File: src/rtl/usbdbe_pkg.sv
package usbdbe_pkg;
  localparam int BYTE_W = 8;
  localparam int CRC_W  = 16;
  localparam logic [CRC_W-1:0] CRC_SEED = 16'hFFFF;
  localparam logic [CRC_W-1:0] CRC_POLY_REFL = 16'hA001;

  typedef enum logic [2:0] {
    ST_IDLE, ST_OUT_DATA, ST_OUT_CRC_LO, ST_OUT_CRC_HI, ST_OUT_END, ST_IN_DATA
  } dbe_state_t;

  typedef enum logic [1:0] {TX_NONE, TX_DATA, TX_CRC_LO, TX_CRC_HI} tx_sel_t;

  // One byte of the reflected CRC-16 update, least significant bit first.
  function automatic logic [CRC_W-1:0] crc16_step(input logic [CRC_W-1:0] crc,
                                                  input logic [BYTE_W-1:0] b);
    logic [CRC_W-1:0] c;
    c = crc ^ {{(CRC_W-BYTE_W){1'b0}}, b};
    for (int i = 0; i < BYTE_W; i++) begin
      c = c[0] ? ((c >> 1) ^ CRC_POLY_REFL) : (c >> 1);
    end
    return c;
  endfunction
endpackage

File: src/rtl/usbdbe_crc.sv
module usbdbe_crc
  import usbdbe_pkg::*;
(
  input  logic              clk,
  input  logic              rst,
  input  logic              clr,
  input  logic              en,
  input  logic [BYTE_W-1:0] din,
  output logic [CRC_W-1:0]  crc_q
);
  always_ff @(posedge clk) begin
    if (rst || clr) crc_q <= CRC_SEED;
    else if (en)    crc_q <= crc16_step(crc_q, din);
  end
endmodule

File: src/rtl/usbdbe_txpath.sv
module usbdbe_txpath
  import usbdbe_pkg::*;
(
  input  logic              clk,
  input  logic              rst,
  input  logic              clr,
  input  tx_sel_t           sel,
  input  logic              underrun,
  input  logic              corrupt,
  input  logic [BYTE_W-1:0] fifo_byte,
  input  logic [CRC_W-1:0]  crc,
  output logic [BYTE_W-1:0] slot_byte,
  output logic              tx_valid,
  output logic [BYTE_W-1:0] tx_byte,
  output logic              tx_last
);
  logic [BYTE_W-1:0] hold_q;
  logic [BYTE_W-1:0] crc_lo, crc_hi;

  // The correct CRC is the inverted remainder; the corrupted one is the raw remainder.
  assign crc_lo = corrupt ? crc[BYTE_W-1:0]     : ~crc[BYTE_W-1:0];
  assign crc_hi = corrupt ? crc[CRC_W-1:BYTE_W] : ~crc[CRC_W-1:BYTE_W];

  always_comb begin
    case (sel)
      TX_DATA:   slot_byte = underrun ? hold_q : fifo_byte;
      TX_CRC_LO: slot_byte = crc_lo;
      TX_CRC_HI: slot_byte = crc_hi;
      default:   slot_byte = '0;
    endcase
  end

  always_ff @(posedge clk) begin
    if (rst) begin
      tx_valid <= 1'b0;
      tx_byte  <= '0;
      tx_last  <= 1'b0;
      hold_q   <= '0;
    end else begin
      tx_valid <= (sel != TX_NONE);
      tx_byte  <= slot_byte;
      tx_last  <= (sel == TX_CRC_HI);
      if (clr)                 hold_q <= '0;
      else if (sel == TX_DATA) hold_q <= slot_byte;
    end
  end
endmodule

File: src/rtl/usbdbe_ctrl.sv
module usbdbe_ctrl
  import usbdbe_pkg::*;
#(
  parameter int LEN_W = 11
) (
  input  logic             clk,
  input  logic             rst,
  input  logic             start,
  input  logic             dir_in,
  input  logic             iso,
  input  logic [LEN_W-1:0] pkt_len,
  input  logic             tx_empty,
  input  logic             rx_valid,
  input  logic             rx_full,
  input  logic             rx_eop,
  input  logic             rx_bad,
  output tx_sel_t          sel,
  output logic             tx_pop,
  output logic             underrun,
  output logic             clr,
  output logic             crc_en,
  output logic             corrupt,
  output logic             rx_wr,
  output logic             done,
  output logic             buf_err,
  output logic             xact_err,
  output logic             hs_ack,
  output logic             toggle_adv
);
  localparam logic [LEN_W-1:0] LEN_ONE = LEN_W'(1);

  dbe_state_t       state_q;
  logic [LEN_W-1:0] cnt_q;
  logic             err_q, iso_q;
  logic             ovr_now, in_err;

  always_comb begin
    case (state_q)
      ST_OUT_DATA:   sel = TX_DATA;
      ST_OUT_CRC_LO: sel = TX_CRC_LO;
      ST_OUT_CRC_HI: sel = TX_CRC_HI;
      default:       sel = TX_NONE;
    endcase
  end

  assign tx_pop   = (state_q == ST_OUT_DATA) && !tx_empty;
  assign underrun = (state_q == ST_OUT_DATA) && tx_empty;
  assign crc_en   = (state_q == ST_OUT_DATA);
  assign clr      = (state_q == ST_IDLE) && start;
  assign corrupt  = err_q;
  assign ovr_now  = (state_q == ST_IN_DATA) && rx_valid && rx_full;
  assign rx_wr    = (state_q == ST_IN_DATA) && rx_valid && !rx_full;
  assign in_err   = err_q || ovr_now;

  always_ff @(posedge clk) begin
    if (rst) begin
      state_q    <= ST_IDLE;
      cnt_q      <= '0;
      err_q      <= 1'b0;
      iso_q      <= 1'b0;
      done       <= 1'b0;
      buf_err    <= 1'b0;
      xact_err   <= 1'b0;
      hs_ack     <= 1'b0;
      toggle_adv <= 1'b0;
    end else begin
      done       <= 1'b0;
      buf_err    <= 1'b0;
      xact_err   <= 1'b0;
      hs_ack     <= 1'b0;
      toggle_adv <= 1'b0;
      case (state_q)
        ST_IDLE: if (start) begin
          iso_q <= iso;
          err_q <= 1'b0;
          cnt_q <= pkt_len;
          if (dir_in)              state_q <= ST_IN_DATA;
          else if (pkt_len == '0)  state_q <= ST_OUT_CRC_LO;
          else                     state_q <= ST_OUT_DATA;
        end
        ST_OUT_DATA: begin
          if (tx_empty) err_q <= 1'b1;
          cnt_q <= cnt_q - LEN_ONE;
          if (cnt_q == LEN_ONE) state_q <= ST_OUT_CRC_LO;
        end
        ST_OUT_CRC_LO: state_q <= ST_OUT_CRC_HI;
        ST_OUT_CRC_HI: state_q <= ST_OUT_END;
        ST_OUT_END: begin
          done       <= 1'b1;
          buf_err    <= err_q;
          toggle_adv <= !err_q && !iso_q;
          state_q    <= ST_IDLE;
        end
        ST_IN_DATA: begin
          if (ovr_now) err_q <= 1'b1;
          if (rx_eop) begin
            done       <= 1'b1;
            buf_err    <= in_err;
            xact_err   <= rx_bad;
            hs_ack     <= !in_err && !rx_bad && !iso_q;
            toggle_adv <= !in_err && !rx_bad && !iso_q;
            state_q    <= ST_IDLE;
          end
        end
        default: state_q <= ST_IDLE;
      endcase
    end
  end
endmodule

File: src/rtl/usb_dbe_responder.sv
module usb_dbe_responder
  import usbdbe_pkg::*;
#(
  parameter int LEN_W = 11
) (
  input  logic             clk,
  input  logic             rst,
  input  logic             start,
  input  logic             dir_in,
  input  logic             iso,
  input  logic [LEN_W-1:0] pkt_len,
  input  logic             tx_empty,
  input  logic [7:0]       tx_data,
  output logic             tx_pop,
  output logic             tx_valid,
  output logic [7:0]       tx_byte,
  output logic             tx_last,
  input  logic             rx_valid,
  input  logic             rx_full,
  input  logic             rx_eop,
  input  logic             rx_bad,
  output logic             rx_wr,
  output logic             done,
  output logic             buf_err,
  output logic             xact_err,
  output logic             hs_ack,
  output logic             toggle_adv
);
  tx_sel_t           sel;
  logic              underrun, clr, crc_en, corrupt;
  logic [BYTE_W-1:0] slot_byte;
  logic [CRC_W-1:0]  crc;

  usbdbe_ctrl #(.LEN_W(LEN_W)) ctrl_i (
    .clk(clk), .rst(rst), .start(start), .dir_in(dir_in), .iso(iso),
    .pkt_len(pkt_len), .tx_empty(tx_empty), .rx_valid(rx_valid),
    .rx_full(rx_full), .rx_eop(rx_eop), .rx_bad(rx_bad), .sel(sel),
    .tx_pop(tx_pop), .underrun(underrun), .clr(clr), .crc_en(crc_en),
    .corrupt(corrupt), .rx_wr(rx_wr), .done(done), .buf_err(buf_err),
    .xact_err(xact_err), .hs_ack(hs_ack), .toggle_adv(toggle_adv)
  );

  usbdbe_crc crc_i (
    .clk(clk), .rst(rst), .clr(clr), .en(crc_en), .din(slot_byte), .crc_q(crc)
  );

  usbdbe_txpath tx_i (
    .clk(clk), .rst(rst), .clr(clr), .sel(sel), .underrun(underrun),
    .corrupt(corrupt), .fifo_byte(tx_data), .crc(crc), .slot_byte(slot_byte),
    .tx_valid(tx_valid), .tx_byte(tx_byte), .tx_last(tx_last)
  );
endmodule

File: config.mk
export PLATFORM = sky130hd
export DESIGN_NAME = usb_dbe_responder
export DESIGN_NICKNAME = d
export VERILOG_FILES = /design/src/rtl/usbdbe_pkg.sv /design/src/rtl/usbdbe_crc.sv /design/src/rtl/usbdbe_txpath.sv /design/src/rtl/usbdbe_ctrl.sv /design/src/rtl/usb_dbe_responder.sv
export SDC_FILE = /design/constraint.sdc
export NUM_CORES = 1
export LEC_CHECK = 0
export ABC_AREA = 1
export BUFFER_PORTS_ARGS = -buffer_cell sky130_fd_sc_hd__buf_2
export CAP_MARGIN = 10
export CORE_UTILIZATION = 41
export CTS_CLUSTER_DIAMETER = 200
export DETAILED_ROUTE_END_ITERATION = 16
export SLEW_MARGIN = 5
export SYNTH_ARGS = -nofsm -noshare
export SYNTH_HDL_FRONTEND = slang
export SYNTH_SLANG_ARGS = --single-unit
export TNS_END_PERCENT = 50
File: constraint.sdc
create_clock -name clk -period 1.8 [get_ports clk]
set_input_delay 0.36 -clock clk [delete_from_list [all_inputs] [get_ports clk]]
set_output_delay 0.36 -clock clk [all_outputs]
set_load 0.005 [all_outputs]
* Word-level counts from Yosys, hierarchy flattened
Index checks and enable logic that the tools add are counted.
** Cells by class
- Muxes and demuxes :: 31
- Bitwise logic cells :: 13
- Equal/unequal tests :: 14
- Add/subtract/negate cells :: 1
- Reduce and logical (&&, ||, !) cells :: 29
** Operators with widths (count)
- $mux W16 :: 8
- $mux W8 :: 3
- $not A2 Y3 :: 8
- $pmux W8 S3 :: 1
- $pmux W11 S2 :: 1
- $not A8 Y8 :: 2
- $xor A16 B8 Y16 :: 1
- $pmux W3 S5 :: 1
- $mux W3 :: 4
- $eq A11 B1 Y1 const B :: 1
- $logic_not A11 Y1 :: 1
- $mux W11 :: 1
- $sub A11 B1 Y11 const B :: 1
- $logic_and A1 B1 Y1 :: 9
- $eq A3 B2 Y1 const B :: 2
- $eq A3 B3 Y1 const B :: 2
- $logic_not A1 Y1 :: 6
- $mux W1 :: 6
- $ne A2 B2 Y1 const B :: 3
- $pmux W1 S2 :: 3
- $pmux W2 S3 :: 1
- $eq A2 B2 Y1 const B :: 2
- $ne A2 B1 Y1 const B :: 2
- $reduce_and A2 Y1 :: 2
- other kinds (13) :: 17
** Word-level totals
- Word-level logic and storage cells :: 102
- Output and inout port bits :: 17
- Flip-flop bits (word level) :: 55
- Bits of input ports :: 29

* Logic depth before layout (Yosys ltp)
- Depth after elaboration :: 21
- Gate-level depth with buffers :: 19
- Depth with buffers taken out :: 19

* Cells and area by module
From an unflattened synthesis, not the netlist that was laid out.
** Unflattened totals
- Cell total of the unflattened synthesis :: 533
- Area, all modules :: 3333.2 um^2
** By module, submodules not included
- usbdbe_ctrl :: instances 1, area an instance 1342.5 um^2, cells each 211, sequential area each 420.4 um^2
- usbdbe_txpath :: instances 1, area an instance 1063.5 um^2, cells each 177, sequential area each 360.3 um^2
- usbdbe_crc :: instances 1, area an instance 927.1 um^2, cells each 145, sequential area each 320.3 um^2

* Worst setup path before layout
OpenSTA, ideal clock, no wires.
- Path type :: register -> register
- Start :: register ctrl_i.err_q, in the netlist ctrl_i.corrupt
- End :: register crc_i.crc_q[0]
- Buffers on the path :: 2
- Library setup time :: 0.115 ns
- Data required time :: 1.685 ns
- Arrival :: 1.797 ns
- Setup slack :: -0.112 ns
- Period minus slack after synthesis :: 1.912 ns
- Stages on the path, launching flop included :: 15
- Path through :: dfxtp_1 > buf_4 > inv_2 > buf_6 > nand2_1 > a32oi_1 > nand2_2 > xor2_1 > nand3_1 > nand3_2 > nand2_2 > nand2_2 > nand3_1 > nand3_1 > nand2_1
** Between the ends
- Word-level cells in the longest chain between the ends :: 12
- Elaborated cells on any way between the ends :: 19
- Classes of those cells :: mux: 11; bitwise: 8
** RTL lines
- start: declaration :: RTL line usbdbe_ctrl.sv:34 : logic err_q, iso_q;
- start signal: assignment :: RTL line usbdbe_ctrl.sv:59 : err_q <= 1'b0;
- start signal: assignment :: RTL line usbdbe_ctrl.sv:75 : err_q <= 1'b0;
- start signal: assignment :: RTL line usbdbe_ctrl.sv:82 : if (tx_empty) err_q <= 1'b1;
- $mux W8 (on tied branches) :: RTL line usbdbe_txpath.sv:22, usbdbe_txpath.sv:21
- $pmux W8 S3 * :: RTL line usbdbe_txpath.sv:25 : case (sel)
- $xor A16 B8 Y16 * :: RTL line usbdbe_pkg.sv:17 : c = crc ^ {{(CRC_W-BYTE_W){1'b0}}, b};
- $mux W16 * (6 in a row) :: RTL line usbdbe_pkg.sv:19 : c = c[0] ? ((c >> 1) ^ CRC_POLY_REFL) : (c >> 1);
- $not A2 Y3 (no line) / $mux W16 (equally long branches)
- $mux W16 * (2 in a row) :: RTL line usbdbe_pkg.sv:19
- end signal: assignment :: RTL line usbdbe_crc.sv:13 : else if (en) crc_q <= crc16_step(crc_q, din);
- end: declaration :: RTL line usbdbe_crc.sv:9 : output logic [CRC_W-1:0] crc_q
Every way passes the cells marked *; elsewhere a longest branch is shown, timed or not.
A chain may end at the register's enable or synchronous reset.

* Final worst setup path
- Start :: register ctrl_i.state_q[1]
- End :: register crc_i.crc_q[0]
** Between the ends
- Word-level cells in the longest chain between the ends :: 14
- Elaborated cells on any way between the ends :: 29
- Classes of those cells :: eq/ne: 6; mux: 11; bitwise: 8; reduce/logical: 4
** RTL lines
- start: declaration :: RTL line usbdbe_ctrl.sv:32 : dbe_state_t state_q;
- start signal: assignment :: RTL line usbdbe_ctrl.sv:57 : state_q <= ST_IDLE;
- start signal: assignment :: RTL line usbdbe_ctrl.sv:77 : if (dir_in) state_q <= ST_IN_DATA;
- start signal: assignment :: RTL line usbdbe_ctrl.sv:78 : else if (pkt_len == '0) state_q <= ST_OUT_CRC_LO;
- $eq A3 B2 Y1 / $eq A3 B1 Y1 (equally long branches) :: RTL line usbdbe_ctrl.sv:38, usbdbe_ctrl.sv:47, usbdbe_ctrl.sv:48
- $pmux W2 S3 / $logic_and A1 B1 Y1 (equally long branches) :: RTL line usbdbe_ctrl.sv:38, usbdbe_ctrl.sv:47
- $eq A2 B2 Y1 (tied with other cells) :: RTL line usbdbe_txpath.sv:25
- $pmux W8 S3 :: RTL line usbdbe_txpath.sv:25
- $xor A16 B8 Y16 :: RTL line usbdbe_pkg.sv:17
- $mux W16 / $not A2 Y3 (equally long branches) (6 in a row)
- $not A2 Y3 (no line) / $mux W16 (equally long branches)
- $mux W16 (2 in a row) :: RTL line usbdbe_pkg.sv:19
Parallel ways exist; a longest one is shown, timed or not.

==> metrics.txt <==
# TYPE chip_impl_metric gauge
chip_impl_metric{name="antenna_violations_before_repair",unit=""} 0
chip_impl_metric{name="syn-mean-instance-area",unit="sq um"} 6.629
chip_impl_metric{name="dr.pass1.iters",unit=""} 4
chip_impl_metric{name="overflow",unit=""} 0
chip_impl_metric{name="drv.max_cap_violation_count",unit=""} 0
chip_impl_metric{name="grt_start_max_net_pins",unit=""} 32
chip_impl_metric{name="setup_violations",unit=""} 13
chip_impl_info{name="min_to",value="ctrl_i.xact_err$_SDFF_PP0_"} 1
chip_impl_info{name="crit-reg2reg-capture",value="crc_i.crc_q[0]$_SDFFE_PP1N_"} 1
chip_impl_metric{name="min_period",unit="ns"} 2.187
chip_impl_metric{name="die_width",unit="microns"} 90.65
chip_impl_info{name="criticalPathCategory",value="flip-flop to flip-flop"} 1
chip_impl_metric{name="synth_seq_cells",unit=""} 55
chip_impl_info{name="synth_common_cells",value="nand2_1 (128), dfxtp_1 (55), inv_1 (53)"} 1
chip_impl_metric{name="clock_tree.buffer_depth",unit=""} 2
chip_impl_metric{name="synth_top_area_share",unit="%"} 34.17
chip_impl_metric{name="route.detailed.vias_per_inst",unit=""} 5.109
chip_impl_metric{name="floorplan.rows",unit=""} 31
chip_impl_metric{name="total_of_buffers_placed_on_input_and_output_ports",unit=""} 45
chip_impl_metric{name="worst_ir_drop_vdd",unit="V"} 0.0008222
chip_impl_metric{name="rr_worst_depth",unit=""} 19
chip_impl_metric{name="tns",unit="ns"} -2.629
chip_impl_metric{name="detail_route.wl_per_cell",unit="microns"} 14.17
chip_impl_info{name="ys_dominant_reg_cell",value="dfxtp_1"} 1
chip_impl_metric{name="register_to_register_setup_slack",unit="ns"} -0.39
chip_impl_info{name="r2r_start",value="ctrl_i.state_q[1]$_SDFFE_PP0P_"} 1
chip_impl_metric{name="path_clk_slew",unit="ns"} 0.12
chip_impl_metric{name="cts-htree-levels",unit=""} 2
chip_impl_metric{name="synth_edf_count",unit=""} 0
chip_impl_metric{name="die-height",unit="microns"} 90.65
chip_impl_metric{name="groute.usage.overall",unit="%"} 24.85
chip_impl_metric{name="dieArea",unit="sq mm"} 0.008217
chip_impl_metric{name="final_cell_area",unit="sq mm"} 0.004830
chip_impl_metric{name="worst-path-max-fanout",unit=""} 6
chip_impl_metric{name="clock_sinks",unit=""} 55
chip_impl_metric{name="via_count",unit=""} 3719
chip_impl_metric{name="initial_core_util",unit="%"} 43.49
chip_impl_info{name="hp-start",value="rx_bad"} 1
chip_impl_metric{name="place_congestion",unit=""} 0.9483
chip_impl_metric{name="postSynth.asyncResetShare",unit="%"} 0
chip_impl_metric{name="drt_first_iter_violations",unit=""} 148
chip_impl_metric{name="pwr_density_cell",unit="mW/mm^2"} 1721
chip_impl_metric{name="slew_viol_final",unit=""} 0
chip_impl_metric{name="setup_ws",unit="ns"} -0.3872
chip_impl_metric{name="final_antenna_net_count",unit=""} 0
chip_impl_metric{name="core_area",unit="sq mm"} 0.007408
chip_impl_metric{name="cp_data_required_time",unit="ns"} 2.02
chip_impl_info{name="violations_in_the_final_reports",value="negative setup slack"} 1
chip_impl_metric{name="ys_warnings",unit=""} 0
chip_impl_info{name="rsz0062_at_grt",value="yes"} 1
chip_impl_metric{name="total_leakage_power",unit="nW"} 2.430
chip_impl_metric{name="tightestPinTransition",unit="ns"} 0.3613
chip_impl_metric{name="clock.fmax",unit="MHz"} 457.2
chip_impl_metric{name="fin_nets",unit=""} 659
chip_impl_metric{name="worst_hold_path.num_cells",unit=""} 3
chip_impl_metric{name="cp_arrival",unit="ns"} 2.41
chip_impl_info{name="yosys.area.top_type",value="dfxtp_1"} 1
chip_impl_metric{name="via_count_of_the_first_global_routing_pass",unit=""} 3510
chip_impl_metric{name="grt_first_pass_wirelength",unit="microns"} 16390
chip_impl_info{name="clockRootBuffer",value="clkbuf_8"} 1
chip_impl_info{name="outcome",value="finished with violations"} 1
chip_impl_metric{name="share_of_layout_cells_above_drive_strength_1",unit="%"} 42.93
chip_impl_metric{name="timing.clock.skew",unit="ns"} 0.01521
chip_impl_metric{name="finalHoldViolCount",unit=""} 0
chip_impl_info{name="tritoncts",value="done"} 1
chip_impl_info{name="post-synth-top-count-cell",value="nand2_1"} 1
chip_impl_metric{name="wl",unit="microns"} 10320
chip_impl_metric{name="dpl.hpwl",unit="microns"} 7155
chip_impl_metric{name="holdBufCountCts",unit=""} 0
chip_impl_metric{name="detail_route.drc_violations",unit=""} 0
chip_impl_metric{name="synth_sequential_area_ratio",unit="%"} 34.17
chip_impl_info{name="endpoint_kind_of_the_worst_setup_timing_path",value="flip-flop"} 1
chip_impl_info{name="synth.top_cells.by_area",value="dfxtp_1 (34%), nand2_1 (15%), inv_1 (6.2%), nand3_1 (5.3%), a21oi_1 (5.0%)"} 1
chip_impl_metric{name="yosysUniqueCellTypes",unit=""} 39
chip_impl_metric{name="area.growth.synth_to_final",unit="%"} 49.90
chip_impl_metric{name="post_synth_instance_area",unit="sq mm"} 0.003222
chip_impl_metric{name="postPlaceCellArea",unit="sq mm"} 0.004175
chip_impl_metric{name="cts_made_buffers",unit=""} 5
chip_impl_metric{name="io_pins",unit=""} 46
chip_impl_metric{name="maxSlewHeadroom",unit="%"} 75.88
chip_impl_metric{name="final_min_period_over_clock_period",unit="%"} 121.5
chip_impl_info{name="worstHoldPathType",value="input port to flip-flop"} 1
chip_impl_metric{name="clock_latency",unit="ns"} 0.33
chip_impl_metric{name="antenna_cells",unit=""} 0
chip_impl_metric{name="syn-instance-count",unit=""} 486
chip_impl_info{name="critical_path.startpoint_type",value="flip-flop"} 1
chip_impl_metric{name="synth_fp_nets",unit=""} 517
-- stage by stage --
step           total power [W]  setup slack (ns)  util, %  hold slack (ns)  cells
2_1_floorplan         0.004361          -0.06005        -           0.4310    486
5_1_grt               0.008908           -0.5036    65.19           0.3005    728
3_5_place_dp          0.006059           -0.3768    56.36           0.4635    701
4_1_cts               0.007290           -0.3119    60.12           0.2545    715
3_3_place_gp          0.006011           -0.4323    56.36           0.4530    701
6_report              0.008312           -0.3872    65.19           0.2570    728
-- layer usage --
layer	global-route usage [%]	vias to the layer above	share of wire, %
li1	-	1876	-
met1	32.45	1717	44
met2	41.35	101	47
met3	4.461	25	6.1
met4	7.796	0	2.6
met5	0	-	0
-- power breakdown --
part | switching (W) | internal (W)
registers | 0.000230 | 0.00152
logic | 0.00316 | 0.00253
clock network | 0.000453 | 0.000420
-- cell usage in the layout (no fill, tap or decap), types with 9 or more instances in the layout --
master	instances
o211ai_1	16
nand3_1	23
dfxtp_1	51
nand2_4	13
nor2_1	29
buf_4	100
nand4_1	12
buf_2	45
nand2_2	28
inv_2	10
a21oi_1	29
inv_1	49
nor2_2	9
o21ai_0	19
nand3_2	11
nand2_1	101
-- worst max-delay path by stage --
stage,from,end,slack (ns)
after CTS,ctrl_i.state_q[1]$_SDFFE_PP0P_,crc_i.crc_q[0]$_SDFFE_PP1N_,-0.31
after detailed placement,ctrl_i.corrupt$_SDFFE_PP0P_,crc_i.crc_q[0]$_SDFFE_PP1N_,-0.38
after global routing,ctrl_i.state_q[1]$_SDFFE_PP0P_,crc_i.crc_q[0]$_SDFFE_PP1N_,-0.50
after floorplan,ctrl_i.state_q[0]$_SDFFE_PP0P_,crc_i.crc_q[15]$_SDFFE_PP1N_,-0.06
after global placement,ctrl_i.corrupt$_SDFFE_PP0P_,crc_i.crc_q[0]$_SDFFE_PP1N_,-0.43
final,ctrl_i.state_q[1]$_SDFFE_PP0P_,crc_i.crc_q[0]$_SDFFE_PP1N_,-0.39
-- what timing repair did --
item,in CTS,in global routing
resized for setup,33,68
endpoints found under the setup margin,15,18
setup buffers,6,14
pin swaps,15,38
-- cell families after synthesis --
kind of cell / share of synthesized area [%]
compound gates: 16.97
flops: 34.17
simple gates: 35.84
buf+inv: 10.10
fa+ha+maj: 0.7766
xor+xnor: 2.136
-- critical path: stages, from the launching register on --
cell     delay, ns
dfxtp_4       0.40
buf_4         0.14
inv_2         0.06
nand2_4       0.05
nor2_4        0.11
nand2_4       0.08
o21ai_2       0.17
inv_2         0.07
nand3_1       0.13
nand2_4       0.11
inv_4         0.10
nand2_8       0.07
nand2_4       0.09
nand2_4       0.06
nand3_4       0.10
nand2_4       0.07
nand2_2       0.07
nand3_2       0.07
nand3_2       0.07
nand2_1       0.05
-- state kept, by name (all words and copies together) (netlist names) --
register           cells
tx_i.tx_byte           8
ctrl_i.cnt_q          11
ctrl_i.buf_err         1
tx_i.hold_q            8
ctrl_i.toggle_adv      1
ctrl_i.corrupt         1
tx_i.tx_valid          1
ctrl_i.state_q         3
ctrl_i.xact_err        1
ctrl_i.done            1
crc_i.crc_q           16
ctrl_i.hs_ack          1
tx_i.tx_last           1
ctrl_i.iso_q           1
-- final cells by class --
class / count / area (sq um)
Sequential cell: 55 / 1109
Timing Repair Buffer: 152 / 1064
Clock inverter: 3 / 46.29
Tap cell: 99 / 123.9
Clock buffer: 5 / 68.82
Multi-Input combinational cell: 351 / 2172
Inverter: 63 / 246.5
Fill cell: 668 / 2579
No activity file was read; power rests on OpenSTA's default activity.
